==> src/rtl/mbx_pkg.sv <==
package mbx_pkg;
  localparam int unsigned MBX_DW      = 16;
  localparam int unsigned MBX_IO_AW   = 16;
  localparam int unsigned MBX_CTL_AW  = 5;
  localparam int unsigned MBX_PORT    = 3;
  localparam int unsigned MBX_FLAG_OF = 5;

  // decoded DSP I/O accesses that hit the mailbox port
  typedef struct packed {
    logic in_rd;
    logic out_wr;
  } mbx_hit_t;
endpackage

==> src/rtl/mbx_latch.sv <==
module mbx_latch #(
  parameter int unsigned W = 16
) (
  input  logic         clk,
  input  logic         rst,
  input  logic         ld,
  input  logic [W-1:0] d,
  output logic [W-1:0] q
);
  always_ff @(posedge clk) begin
    if (rst)     q <= '0;
    else if (ld) q <= d;
  end
endmodule

==> src/rtl/mbx_io_decode.sv <==
module mbx_io_decode
  import mbx_pkg::*;
#(
  parameter int unsigned AW   = MBX_IO_AW,
  parameter int unsigned PORT = MBX_PORT
) (
  input  logic          io_rd,
  input  logic          io_wr,
  input  logic [AW-1:0] io_addr,
  output mbx_hit_t      hit
);
  localparam logic [AW-1:0] PORT_A = AW'(PORT);

  logic sel;
  always_comb begin
    sel        = (io_addr == PORT_A);
    hit.in_rd  = io_rd & sel;
    hit.out_wr = io_wr & sel;
  end
endmodule

==> src/rtl/mbx_hs_state.sv <==
module mbx_hs_state (
  input  logic clk,
  input  logic rst,
  input  logic host_wr,
  input  logic host_rd,
  input  logic in_rd,
  input  logic out_wr,
  output logic irq,
  output logic flag_n
);
  // a fresh inbound word outranks the DSP fetching the previous one
  always_ff @(posedge clk) begin
    if (rst)          irq <= 1'b0;
    else if (host_wr) irq <= 1'b1;
    else if (in_rd)   irq <= 1'b0;
  end

  // a new reply outranks the host consuming the previous one
  always_ff @(posedge clk) begin
    if (rst)          flag_n <= 1'b1;
    else if (out_wr)  flag_n <= 1'b0;
    else if (host_rd) flag_n <= 1'b1;
  end
endmodule

==> src/rtl/mbx_ctl_file.sv <==
module mbx_ctl_file
  import mbx_pkg::*;
#(
  parameter int unsigned DW      = MBX_DW,
  parameter int unsigned AW      = MBX_CTL_AW,
  parameter int unsigned FLAG_OF = MBX_FLAG_OF
) (
  input  logic          clk,
  input  logic          rst,
  input  logic          wr,
  input  logic          rd,
  input  logic [AW-1:0] addr,
  input  logic [DW-1:0] wdata,
  input  logic          flag_n,
  output logic [DW-1:0] rdata
);
  localparam int unsigned DEPTH  = 1 << AW;
  localparam logic [AW-1:0] FLAG_A = AW'(FLAG_OF);

  logic [DW-1:0] slot [DEPTH];

  for (genvar g = 0; g < DEPTH; g++) begin : g_slot
    always_ff @(posedge clk) begin
      if (rst)                             slot[g] <= '0;
      else if (wr && addr == AW'(g))       slot[g] <= wdata;
    end
  end

  always_ff @(posedge clk) begin
    if (rst) rdata <= '0;
    else if (rd) begin
      if (addr == FLAG_A) rdata <= {{(DW-1){1'b0}}, flag_n};
      else                rdata <= slot[addr];
    end
  end
endmodule

==> src/rtl/mbx_host_dsp.sv <==
module mbx_host_dsp
  import mbx_pkg::*;
#(
  parameter int unsigned DW      = MBX_DW,
  parameter int unsigned IO_AW   = MBX_IO_AW,
  parameter int unsigned CTL_AW  = MBX_CTL_AW,
  parameter int unsigned PORT    = MBX_PORT,
  parameter int unsigned FLAG_OF = MBX_FLAG_OF
) (
  input  logic              clk,
  input  logic              rst,
  input  logic              host_wr,
  input  logic [DW-1:0]     host_wdata,
  input  logic              host_rd,
  output logic [DW-1:0]     host_rdata,
  input  logic              dsp_io_rd,
  input  logic              dsp_io_wr,
  input  logic [IO_AW-1:0]  dsp_io_addr,
  input  logic [DW-1:0]     dsp_io_wdata,
  output logic [DW-1:0]     dsp_io_rdata,
  input  logic              dsp_ctl_rd,
  input  logic              dsp_ctl_wr,
  input  logic [CTL_AW-1:0] dsp_ctl_addr,
  input  logic [DW-1:0]     dsp_ctl_wdata,
  output logic [DW-1:0]     dsp_ctl_rdata,
  output logic              dsp_irq,
  output logic              reply_pend_n
);
  mbx_hit_t      hit;
  logic [DW-1:0] in_q;
  logic [DW-1:0] out_q;

  mbx_io_decode #(.AW(IO_AW), .PORT(PORT)) u_dec (
    .io_rd   (dsp_io_rd),
    .io_wr   (dsp_io_wr),
    .io_addr (dsp_io_addr),
    .hit     (hit)
  );

  mbx_latch #(.W(DW)) u_in (
    .clk (clk), .rst (rst), .ld (host_wr), .d (host_wdata), .q (in_q)
  );

  mbx_latch #(.W(DW)) u_out (
    .clk (clk), .rst (rst), .ld (hit.out_wr), .d (dsp_io_wdata), .q (out_q)
  );

  mbx_hs_state u_hs (
    .clk     (clk),
    .rst     (rst),
    .host_wr (host_wr),
    .host_rd (host_rd),
    .in_rd   (hit.in_rd),
    .out_wr  (hit.out_wr),
    .irq     (dsp_irq),
    .flag_n  (reply_pend_n)
  );

  mbx_ctl_file #(.DW(DW), .AW(CTL_AW), .FLAG_OF(FLAG_OF)) u_ctl (
    .clk    (clk),
    .rst    (rst),
    .wr     (dsp_ctl_wr),
    .rd     (dsp_ctl_rd),
    .addr   (dsp_ctl_addr),
    .wdata  (dsp_ctl_wdata),
    .flag_n (reply_pend_n),
    .rdata  (dsp_ctl_rdata)
  );

  always_ff @(posedge clk) begin
    if (rst)          host_rdata <= '0;
    else if (host_rd) host_rdata <= out_q;
  end

  always_ff @(posedge clk) begin
    if (rst)            dsp_io_rdata <= '0;
    else if (dsp_io_rd) dsp_io_rdata <= hit.in_rd ? in_q : '0;
  end
endmodule

==> config.mk <==
export PLATFORM = sky130hd
export DESIGN_NAME = mbx_host_dsp
export DESIGN_NICKNAME = d
export VERILOG_FILES = /design/src/rtl/mbx_pkg.sv /design/src/rtl/mbx_latch.sv /design/src/rtl/mbx_io_decode.sv /design/src/rtl/mbx_hs_state.sv /design/src/rtl/mbx_ctl_file.sv /design/src/rtl/mbx_host_dsp.sv
export SDC_FILE = /design/constraint.sdc
export NUM_CORES = 1
export LEC_CHECK = 0
export ABC_CLOCK_PERIOD_IN_PS = 2900
export CAP_MARGIN = 5
export CORE_UTILIZATION = 43
export CTS_CLUSTER_DIAMETER = 120
export DETAILED_ROUTE_END_ITERATION = 16
export GPL_TIMING_DRIVEN = 0
export PLACE_DENSITY = 0.71
export SETUP_SLACK_MARGIN = 0.15
export SLEW_MARGIN = 20
export SYNTH_ARGS = -nofsm -noshare
export SYNTH_HDL_FRONTEND = slang
export SYNTH_HIERARCHICAL = 1
export SYNTH_SLANG_ARGS = --single-unit
==> constraint.sdc <==
create_clock -name clk -period 2.9 [get_ports clk]
set_clock_uncertainty 0.15 [all_clocks]
set_input_delay 0.725 -clock clk [delete_from_list [all_inputs] [get_ports clk]]
set_output_delay 0.725 -clock clk [all_outputs]
set_load 0.02 [all_outputs]
After elaboration in Yosys (flattened, before gate mapping)
Memory sizes are Yosys's and may differ from the RTL's. Index checks and enable logic that the tools add are counted.

Word-level logic and storage cells: 245. Bits of input ports: 77. RAM bits: 512. Output and inout port bits: 50. Register bits after elaboration: 82. Memories kept: 1.

Memory list: u_ctl.slot (depth 32, bits a word 16, read ports 1, clocked after memory_dff 0, write ports 32, RTL line mbx_ctl_file.sv:20) `logic [DW-1:0] slot [DEPTH];`.

Bitwise gates (word level): 34. Reduce and logical (&&, ||, !) cells: 35. Equality and inequality tests: 32. Multiplexer cells: 136.

Operators by type and width (count): $mux 16 (34); $mux 1 (102); $eq 5x5->1 const B (16); $eq 5x4->1 const B (8); $logic_and 1x1->1 (32); $or 1x1->1 (32); $eq 5x3->1 const B (4); $eq 16x2->1 const B (1); $eq 5x2->1 const B (2); $eq 5x1->1 const B (1); $logic_not 5->1 (1); $reduce_bool 2->1 (2); $and 1x1->1 (2).

Depth between registers and ports, before layout
Gate-level depths: netlist (run 1).

Word-level depth: 6. Gate-level depth with buffers: 8. Mapped depth without buffers: 5.

Modules after synthesis
Netlist (run 1), hierarchy kept.

Modules (own cells, without submodules): mbx_ctl_file (sequential area each 15695.1 um^2, instances 1, area each 24161.9 um^2, cells each 1586); mbx_host_dsp (sequential area each 640.6 um^2, instances 1, area each 1197.4 um^2, cells each 122); mbx_latch (sequential area each 320.3 um^2, instances 2, area each 580.6 um^2, cells each 52); mbx_io_decode (sequential area each 0.0 um^2, instances 1, area each 71.3 um^2, cells each 9); mbx_hs_state (sequential area each 40.0 um^2, instances 1, area each 70.1 um^2, cells each 7).

Least setup slack after synthesis (run 1)
No wires, ideal clock.

Path type: input-to-reg. Start point: input dsp_ctl_addr[1]. End point: memory u_ctl/slot[18][0] (netlist bit), enable pin. Buffers on the path: 4. Path slack: -0.046 ns. Cell stages on the path: 6. Data required time: 2.358 ns. Library setup time: 0.392 ns. Data arrival time: 2.404 ns. Path through: buf_6 buf_6 buf_6 buf_2 nand4b_1 o21bai_1.

RTL lines: start, declared (RTL line mbx_host_dsp.sv:23) `input logic [CTL_AW-1:0] dsp_ctl_addr,`; end, declared (RTL line mbx_ctl_file.sv:20).

==> impl_results.md, run 1 <==
- Worst-Margin Slew: 863 ps
- Post-DR wirelength/cell: 27.3 um
- Number of synthesis warnings: 6
- Clock buffer count from CTS: 61
- Reg2Reg Setup Slack: 790 ps
- WL final: 78,500 um
- Lkg Pwr: 11.3 nW
- Final Worst Setup Slack: -24.7 ps
- Met2 usage: 39.4%
- Relative slew slack: 42.5%
- Gr ovfl total: 0
- Die height: 251 um
- CORE AREA: 60,800 sq um
- Reg clk slew, reported paths: 60 ps
- First-pass GRT wire length: 114,000 um
- Post-synthesis sequential area ratio: 63.8%
- Initial Util: 43.8%
- Global route hottest layer: met2
- Cell variety after synth: 53
- WP data required: 3000 ps
- Mapped Avg Cell Area: 14.6 sq um
- Unrepaired setup endpoints after global routing: yes
- Max-slew violation count: 0
- Final cell count without fillers: 2,880
- PwrDens: 610 nW/um^2
- Die W: 251 um
- CP max FO: 16
- Top FF cell, synth: edfxtp_1
- Area grow syn2layout: 20.8%
- Synth Instances: 1,828
- Number of flops mapped to enable cells by yosys: 512
- PortBufs: 123
- Post-synth ARST share: 0%
- Worst path top cell family by delay: buffers and inverters
- Outcome: finished, violations left
- Slowest-stage cell, CP: clkdlybuf4s50_1
- Critical path type: in2reg
- Final Hold Fails: 0
- DR pass1 iterations: 5
- Minimum clock period: 2920 ps
- TritonCTS clock tree: built
- Register bit total from synthesis: 594
- GR Util met3: 6.47%
- CP bufs+invs: 2
- Site Rows: 90
- Max frequency: 342 MHz
- Fin crit share: 101%
- Worst-path cell chain: clkdlybuf4s50_1, nand2b_1, clkbuf_2, nor3b_2, a21o_2
- Placed wire-length estimate: 53,800 um
- Syn Nets: 1,905
- Pin count of the biggest net entering global routing: 17
- Startpoint Class: input pin
- # nets final: 2,126
- Antenna violations before repair: 2
- Placed Cells: 2,739
- Post-route ant nets: 0
- Cell Area, Synth: 26,700 sq um
- Routed vias/inst: 5.84
- Failing checks: negative setup slack
- Setup violations, final: 10
- Number of H-tree levels: 2
- Via count: 16,800
- Maximum capacitance violations: 0
- I/O pins: 127
- Worst Path Arrival: 3020 ps
- Die Area: 63,000 sq um
- CTS root buf: clkbuf_16
- CTS max path bufs: 3
- Hold Crit Class: reg2reg
- Total power draw: 19.6 mW
- Layout cells sized above 1: 21.8%
- Worst-skew pair later-pin latency: 630 ps
- CP max stage delay: 610 ps
- Post-layout util: 53.0%
- All-Layer GR Usage: 24.9%
- Number of global-route vias before repair: 16,700
- Maximum vdd drop: 0.472 mV
- Met1 GRT Util: 33.4%
- Critical path endpoint category: flip-flop
- Iteration-0 DRC count of the detailed router: 1,930
- Fin Setup TNS: -208 ps
- CTS sink cnt: 594
- DRC Markers: 0
- Routability Congestion: 0.974
## path summary, 6_finish.rpt
| path | depth (start not counted) | startpoint | to |
|---|---|---|---|
| max | 5 | dsp_ctl_addr[4] | u_ctl/slot[2][12] |
| max reg2reg | 4 | u_ctl/slot[4][5] | u_ctl/rdata[5] |
| min reg2reg | 2 | u_ctl/rdata[9] | u_ctl/rdata[9] |
| min | 2 | u_ctl/rdata[9] | u_ctl/rdata[9] |
## through the flow
| stage | area [sq um] | worst slack, ps | hold WS (ps) |
|---|---|---|---|
| 2_1_floorplan | 26700 | -45.9 | 305 |
| 3_3_place_gp | 28900 | -2270 | 310 |
| 3_5_place_dp | 29000 | -1360 | 297 |
| 4_1_cts | 31900 | 40.8 | 311 |
| 5_1_grt | 32200 | -24.2 | 343 |
| 6_report | 32200 | -24.7 | 314 |
## sequential cells by signal, indices dropped and copies added (netlist names)
register      count
u_ctl/rdata      16
u_hs/flag_n       1
u_hs/irq          1
u_ctl/slot      512
u_in/q           16
dsp_io_rdata     16
host_rdata       16
u_out/q          16
## power breakdown
part / internal [mW] / switching [mW] / total (mW)
sequential: 9.70 / 0.138 / 9.84
combinational: 0.714 / 1.08 / 1.79
clock: 4.70 / 3.30 / 8.00
total: 15.1 / 4.52 / 19.6
## layout by cell type (no fill, tap or decap), types with 13 or more instances in the layout
cell type        synthesis  final
mux2i_1                110    110
nand3_1                 20     16
clkdlybuf4s50_1          0    122
clkbuf_2                16     34
a21oi_1                 16     16
nand2_1                 26     22
mux4_2                  96     96
edfxtp_1               512    512
buf_12                   5     19
buf_2                   26     24
nor2_4                   0     19
nor2_2                   0     13
clkbuf_16                0     62
o31ai_1                 15     15
a22o_1                  29     29
clkinv_2                 0     13
buf_4                    9     27
nand2b_1                20     20
o22ai_1                 14     13
o21bai_4                 0     19
buf_6                   15     21
clkbuf_1                86     67
nor2_1                  90     58
and2_1                 513    513
dfxtp_1                 82     82
## Yosys cell counts (2+ instances only)
| library cell | count | share of area [%] |
|---|---|---|
| a2111oi_1 | 2 | 0.075 |
| a2111oi_2 | 12 | 0.68 |
| a211oi_1 | 15 | 0.42 |
| a21o_1 | 12 | 0.34 |
| a21oi_1 | 16 | 0.30 |
| a221oi_1 | 3 | 0.099 |
| a22o_1 | 29 | 0.95 |
| and2_1 | 513 | 12 |
| buf_1 | 3 | 0.042 |
| buf_12 | 5 | 0.38 |
| buf_2 | 26 | 0.49 |
| buf_4 | 9 | 0.25 |
| buf_6 | 15 | 0.63 |
| clkbuf_1 | 86 | 1.2 |
| clkbuf_2 | 16 | 0.30 |
| dfxtp_1 | 82 | 6.2 |
| edfxtp_1 | 512 | 58 |
| inv_1 | 4 | 0.056 |
| mux2_2 | 4 | 0.17 |
| mux2i_1 | 110 | 4.1 |
| mux4_2 | 96 | 8.1 |
| nand2_1 | 26 | 0.37 |
| nand2b_1 | 20 | 0.47 |
| nand3_1 | 20 | 0.38 |
| nand3b_1 | 2 | 0.056 |
| nor2_1 | 90 | 1.3 |
| nor2b_1 | 8 | 0.19 |
| nor3_1 | 2 | 0.038 |
| nor4_2 | 3 | 0.14 |
| o21bai_1 | 21 | 0.59 |
| o221ai_1 | 16 | 0.53 |
| o22ai_1 | 14 | 0.33 |
| o31ai_1 | 15 | 0.42 |
| or2_2 | 2 | 0.047 |
## logic make-up (layout without fill, tap and decap cells)
kind of cell	after synthesis	count (layout)	share of synthesized area [%]
AO/OA/AOI/OAI	162	162	4.93
buffers and inverters	165	433	3.42
flip-flops	594	594	63.8
multiplexers	210	210	12.4
other	0	2	0
AND/OR/NAND/NOR	697	697	15.4
## metal layers
| layer | wire length (um) | vias up |
|---|---|---|
| met1 | 30800 | 8598 |
| met5 | 0 | - |
| met2 | 36900 | 923 |
| met3 | 8180 | 150 |
| met4 | 2610 | 0 |
| li1 | - | 7150 |
## cell type report
class / count / area (sq um)
clock inverters: 37 / 435
inverters: 4 / 15.0
flip-flops and latches: 594 / 17000
repair buffers: 160 / 1710
well taps: 782 / 978
diodes: 2 / 5.00
multi-input cells: 1069 / 9480
plain buffers: 159 / 967
fillers: 4848 / 28600
clock buffers: 73 / 1590
## worst register-to-register path, delay by kind of cell (launching register included)
family,cells,cell delay [ps]
flip-flops,1,370
AO/OA/AOI/OAI,3,990
multiplexers,1,470
## timing repair
action,4_1_cts,5_1_grt
hold buffers,0,0
pin swaps,14,6
resized for setup,122,87
setup buffers,25,6
setup endpoints to repair,957,415
No activity file was read; power rests on OpenSTA's default activity.
==> run 2: changes to the inputs <==
--- a/config.mk
+++ b/config.mk
@@ -10,7 +10,6 @@
 export CORE_UTILIZATION = 43
 export CTS_CLUSTER_DIAMETER = 120
 export DETAILED_ROUTE_END_ITERATION = 16
-export GPL_TIMING_DRIVEN = 0
 export PLACE_DENSITY = 0.71
 export SETUP_SLACK_MARGIN = 0.15
 export SLEW_MARGIN = 20
@@ -18,3 +17,4 @@
 export SYNTH_HDL_FRONTEND = slang
 export SYNTH_HIERARCHICAL = 1
 export SYNTH_SLANG_ARGS = --single-unit
+export TNS_END_PERCENT = 30
==> run 2 against run 1 <==
Effect of this change:
- the flow now finishes without violations
- final cell count down 1.1%
- critical path depth up 1
- power down 5.1%
- register-to-register slack worse by 260 ps
- worst hold slack worse by 9.5 ps
- sequential power about the same
- sequential share of layout area up 0.92 points
- critical endpoint is now u_ctl/rdata[0]
==> impl_results.md, run 2 (same netlist as run 1, synthesis figures left out) <==
- Total setup buffers inserted after CTS: 0
- CTS sink cnt: 594
- Cell Int Power: 14.4 mW
- Gr ovfl total: 0
- Critical path type: in2reg
- CTS root buf: clkbuf_16
- Max frequency: 382 MHz
- Die height: 251 um
- CORE AREA: 60,800 sq um
- Placed wire-length estimate: 43,900 um
- Startpoint Class: input pin
- Post-route ant nets: 0
- CTS resizes: 0
- Combinational power share: 9.2%
- Post-layout util: 52.0%
- Routability Congestion: 0.848
- Hold Slack: 304 ps
- WL final: 68,100 um
- Worst Path Arrival: 2930 ps
- Setup violations, final: 0
- Post-DR wirelength/cell: 23.9 um
- First-pass GRT wire length: 101,000 um
- Area grow syn2layout: 18.7%
- TritonCTS clock tree: built
- Commonest non-fill, non-tap cell in the layout: and2_1
- DRC Markers: 0
- WP data required: 3210 ps
- Maximum capacitance violations: 0
- PwrDens: 589 nW/um^2
- DR pass1 iterations: 5
- DP Area: 29,900 sq um
- Clk pwr share: 38.0%
- Number of global-route vias before repair: 16,000
- Placed Cells: 2,742
- Layout cells sized above 1: 18.7%
- Clock buffer count from CTS: 58
- I/O pins: 127
- Relative slew slack: 23.5%
- Die Area: 63,000 sq um
- CTS max path bufs: 3
- Die W: 251 um
- Biggest register: u_ctl/slot
- Minimum clock period: 2620 ps
- Largest register FFs: 512
- All-Layer GR Usage: 21.6%
- Site Rows: 90
- Seq pwr share: 52.8%
- Critical path endpoint category: flip-flop
- Lkg Pwr: 11.3 nW
- Final cell count without fillers: 2,849
- Sw frac: 22.7%
- Hold Crit Class: reg2reg
- Max-slew violation count: 0
- Worst-Margin Slew: 1140 ps
- Via count: 15,700
- CP max FO: 19
- Unrepaired setup endpoints after global routing: no
- Final Hold Fails: 0
- Maximum vdd drop: 0.446 mV
- # nets final: 2,097
- Design area: 31,600 sq um
- Routed vias/inst: 5.53
- Post-CTS Hold Buffers: 0
- Reg clk slew, reported paths: 60 ps
- Fin Setup TNS: 0 ps
- Initial Util: 43.8%
- Outcome: completed
- Most frequent cells in the layout: and2_1 (513), edfxtp_1 (512), buf_4 (121), clkdlybuf4s50_1 (121), mux2i_1 (110)
- Antenna violations before repair: 0
- Pin count of the biggest net entering global routing: 56
- NetSw: 4.22 mW
- Number of H-tree levels: 2
- PortBufs: 126
- Worst-skew pair later-pin latency: 620 ps
- Iteration-0 DRC count of the detailed router: 1,313
- Fin crit share: 90.3%
- Antenna diodes: 0
[run 2: through the flow]
step | power, mW | setup slack [ps]
floorplan | 10.9 | -45.9
global placement | 11.7 | -288
global route | 19.1 | 221
finish | 18.6 | 282
CTS | 18.7 | 331
detailed placement | 11.7 | -309
[run 2: power by group through the flow]
stage | clock [mW] | combinational [mW] | sequential (mW)
floorplan | 0 | 0.878 | 9.98
global placement | 0 | 1.68 | 9.98
global route | 7.46 | 1.78 | 9.87
finish | 7.08 | 1.71 | 9.84
CTS | 7.18 | 1.71 | 9.84
detailed placement | 0 | 1.71 | 10.0
[run 2: path summary, 6_finish.rpt]
kind	from	to	slack (ps)	cells past startpoint
worst max-delay path	dsp_ctl_addr[1]	u_ctl/rdata[0]	280	6
worst max register to register	u_ctl/slot[23][0]	u_ctl/rdata[0]	530	4
worst min-delay path	u_ctl/rdata[4]	u_ctl/rdata[4]	300	2
worst min register to register	u_ctl/rdata[4]	u_ctl/rdata[4]	300	2
[run 2: routing by layer]
metal	up-vias	part of all wire (%)	global-route usage, %	wire (um)
met5	-	0	0	0
met4	0	3.8	8.99	2580
met3	127	5.9	2.34	4010
met2	568	51	37.1	34400
met1	7972	40	27.8	27100
li1	7081	-	-	-
[run 2: worst max-delay path, stage by stage]
cell and delay, ps:
buf_8 210, buf_12 220, mux4_2 580, mux2_2 310, a221oi_1 660, o32ai_1 210
[run 2: layout make-up]
type	instances	area [sq um]
multi-input combinational	1069	8750
tap	782	978
clock inverter	27	155
clock buffer	80	1610
sequential	594	17000
timing repair buffer	293	3120
inverter	4	15.0
fill	4904	29200
==> run 3: changes to the inputs <==
==> constraint.sdc (replaced) <==
create_clock -name clk -period 2.9 [get_ports clk]
set_clock_uncertainty 0.15 [all_clocks]
set_input_delay 0.87 -clock clk [delete_from_list [all_inputs] [get_ports clk]]
set_output_delay 0.87 -clock clk [all_outputs]
set_load 0.02 [all_outputs]
==> run 3 against run 2 <==
Effect of this change:
- design area grew 1.9%
- sequential power is essentially flat
- worst hold slack gained 20 ps
- count of clock-buffer cells in the layout is the same
- critical endpoint is now u_ctl/rdata[3]
==> impl_results.md, run 3 (same netlist as run 1, synthesis figures left out) <==
- PortBufs: 126
- Gr ovfl total: 0
- Fillcell total: 4,824
- Critical path endpoint category: flip-flop
- Unrepaired setup endpoints after global routing: yes
- PwrDens: 605 nW/um^2
- WL final: 70,700 um
- Outcome: completed
- CP max FO: 14
- Via count: 16,100
- WP data required: 3220 ps
- Worst Path Arrival: 3050 ps
- Commonest non-fill, non-tap cell in the layout: and2_1
- Die height: 251 um
- Final cell count without fillers: 2,877
- CTS sink cnt: 594
- Pin count of the biggest net entering global routing: 67
- Antenna violations before repair: 1
- Final Hold Fails: 0
- Die W: 251 um
- Biggest register: u_ctl/slot
- Seq pwr share: 50.5%
- Worst path top cell family by delay: compound AO/OA/AOI/OAI gates
- CP bufs+invs: 4
- Worst-Margin Slew: 1130 ps
- Flip-flop and latch area: 17,000 sq um
- Worst-path cell chain: clkdlybuf4s50_1, buf_12, buf_4, nor2_2, buf_12, a22o_1, a2111oi_0, o31ai_1
- Post-DR wirelength/cell: 24.6 um
- Placed wire-length estimate: 45,600 um
- Slowest-stage cell, CP: a2111oi_0
- Worst-skew pair later-pin latency: 620 ps
- CTS max path bufs: 3
- DRC Markers: 0
- Placed Cells: 2,769
- I/O pins: 127
- Die Area: 63,000 sq um
- Crit-path most repeated cell: buf_12
- Post-route ant nets: 0
- Dpl ws: -538 ps
- Max-slew violation count: 0
- Iteration-0 DRC count of the detailed router: 1,416
- Post-CTS Hold Buffers: 0
- Layout cells sized above 1: 20.1%
- Final Worst Setup Slack: 175 ps
- # nets final: 2,124
- Fin crit share: 94.0%
- TritonCTS clock tree: built
- DR pass1 iterations: 7
- CP max stage delay: 740 ps
- Sw frac: 22.0%
- Cell Int Power: 15.2 mW
- Lkg Pwr: 11.6 nW
- Maximum vdd drop: 0.453 mV
- Minimum clock period: 2720 ps
- Multi-input logic area: 8790 sq um
- Combinational power share: 9.0%
- Critical path type: in2reg
- Maximum capacitance violations: 0
- Startpoint Class: input pin
- Routability Congestion: 0.844
- Largest register FFs: 512
- Antenna diodes: 0
- Clock buffer count from CTS: 58
- Post-layout util: 53.0%
- Total power draw: 19.5 mW
- Hold Crit Class: reg2reg
- Reg clk slew, reported paths: 60 ps
- Clk pwr share: 40.5%
- Site Rows: 90
- Routed vias/inst: 5.60
- First-pass GRT wire length: 105,000 um
- Area grow syn2layout: 20.9%
- Setup violations, final: 0
- CTS root buf: clkbuf_16
- All-Layer GR Usage: 22.5%
- Number of H-tree levels: 2
- Number of global-route vias before repair: 16,500
- Max frequency: 367 MHz
- NetSw: 4.29 mW
- CORE AREA: 60,800 sq um
- Initial Util: 43.8%
- Most frequent cells in the layout: and2_1 (513), edfxtp_1 (512), buf_4 (139)
- Relative slew slack: 24.5%
run 3: cell types whose count changed in the layout (fill, tap and decap cells not counted), moves of 3 or more:
cell       before  now
o21bai_4        0    4
bufinv_16       1    9
buf_4         121  139
buf_12         49   58
clkbuf_2        3    0
clkinv_1       10    4
run 3: worst reg2reg max path: cells and delay by family, from the launching register on:
kind	cells	cell delay (ps)
muxes	1	510
DFF	1	380
AOI/OAI and AO/OA	3	1160
run 3: path summary, 6_finish.rpt:
kind | start | depth (start not counted) | endpoint | slack (ps)
worst max register to register | u_ctl/slot[6][3] | 4 | u_ctl/rdata[3] | 550
worst min-delay path | dsp_io_rdata[15] | 2 | dsp_io_rdata[15] | 320
worst min register to register | dsp_io_rdata[15] | 2 | dsp_io_rdata[15] | 320
worst max-delay path | dsp_ctl_addr[3] | 8 | u_ctl/rdata[3] | 180
run 3: area by class of cell:
| type | instances | share of cell area [%] |
|---|---|---|
| Clock buffer | 80 | 5.04 |
| Clock inverter | 28 | 1.15 |
| Inverter | 4 | 0.0466 |
| Multi-Input combinational cell | 1069 | 27.3 |
| Sequential cell | 594 | 52.8 |
| Tap cell | 782 | 3.04 |
| Timing Repair Buffer | 320 | 10.7 |
run 3: through the flow:
| step | cell area (sq um) | setup TNS [ps] | hold WS (ps) |
|---|---|---|---|
| after floorplan | 26700 | -13450 | 305 |
| after global placement | 30200 | -38630 | 305 |
| after detailed placement | 30200 | -48370 | 308 |
| after CTS | 32200 | 0 | 324 |
| after global routing | 32200 | 0 | 338 |
| final | 32200 | 0 | 324 |
run 3: power by group through the flow:
stage	clock [mW]	sequential [mW]	combinational (mW)
after detailed placement	0	10.0	1.76
after global placement	0	9.99	1.74
after global routing	8.31	9.88	1.84
after CTS	8.00	9.85	1.77
final	7.89	9.85	1.76
after floorplan	0	9.98	0.888
run 3: timing repair:
item                       CTS  global route
setup buffers                0             0
pin swaps                    0             0
setup endpoints to repair    2             2
gates resized for setup      1             1
run 3: routing by layer:
metal  global-route usage, %  wire length (um)
met1                    28.9             28300
met2                    39.0             35900
met3                    2.83              4040
met4                    8.31              2490
met5                       0                 0
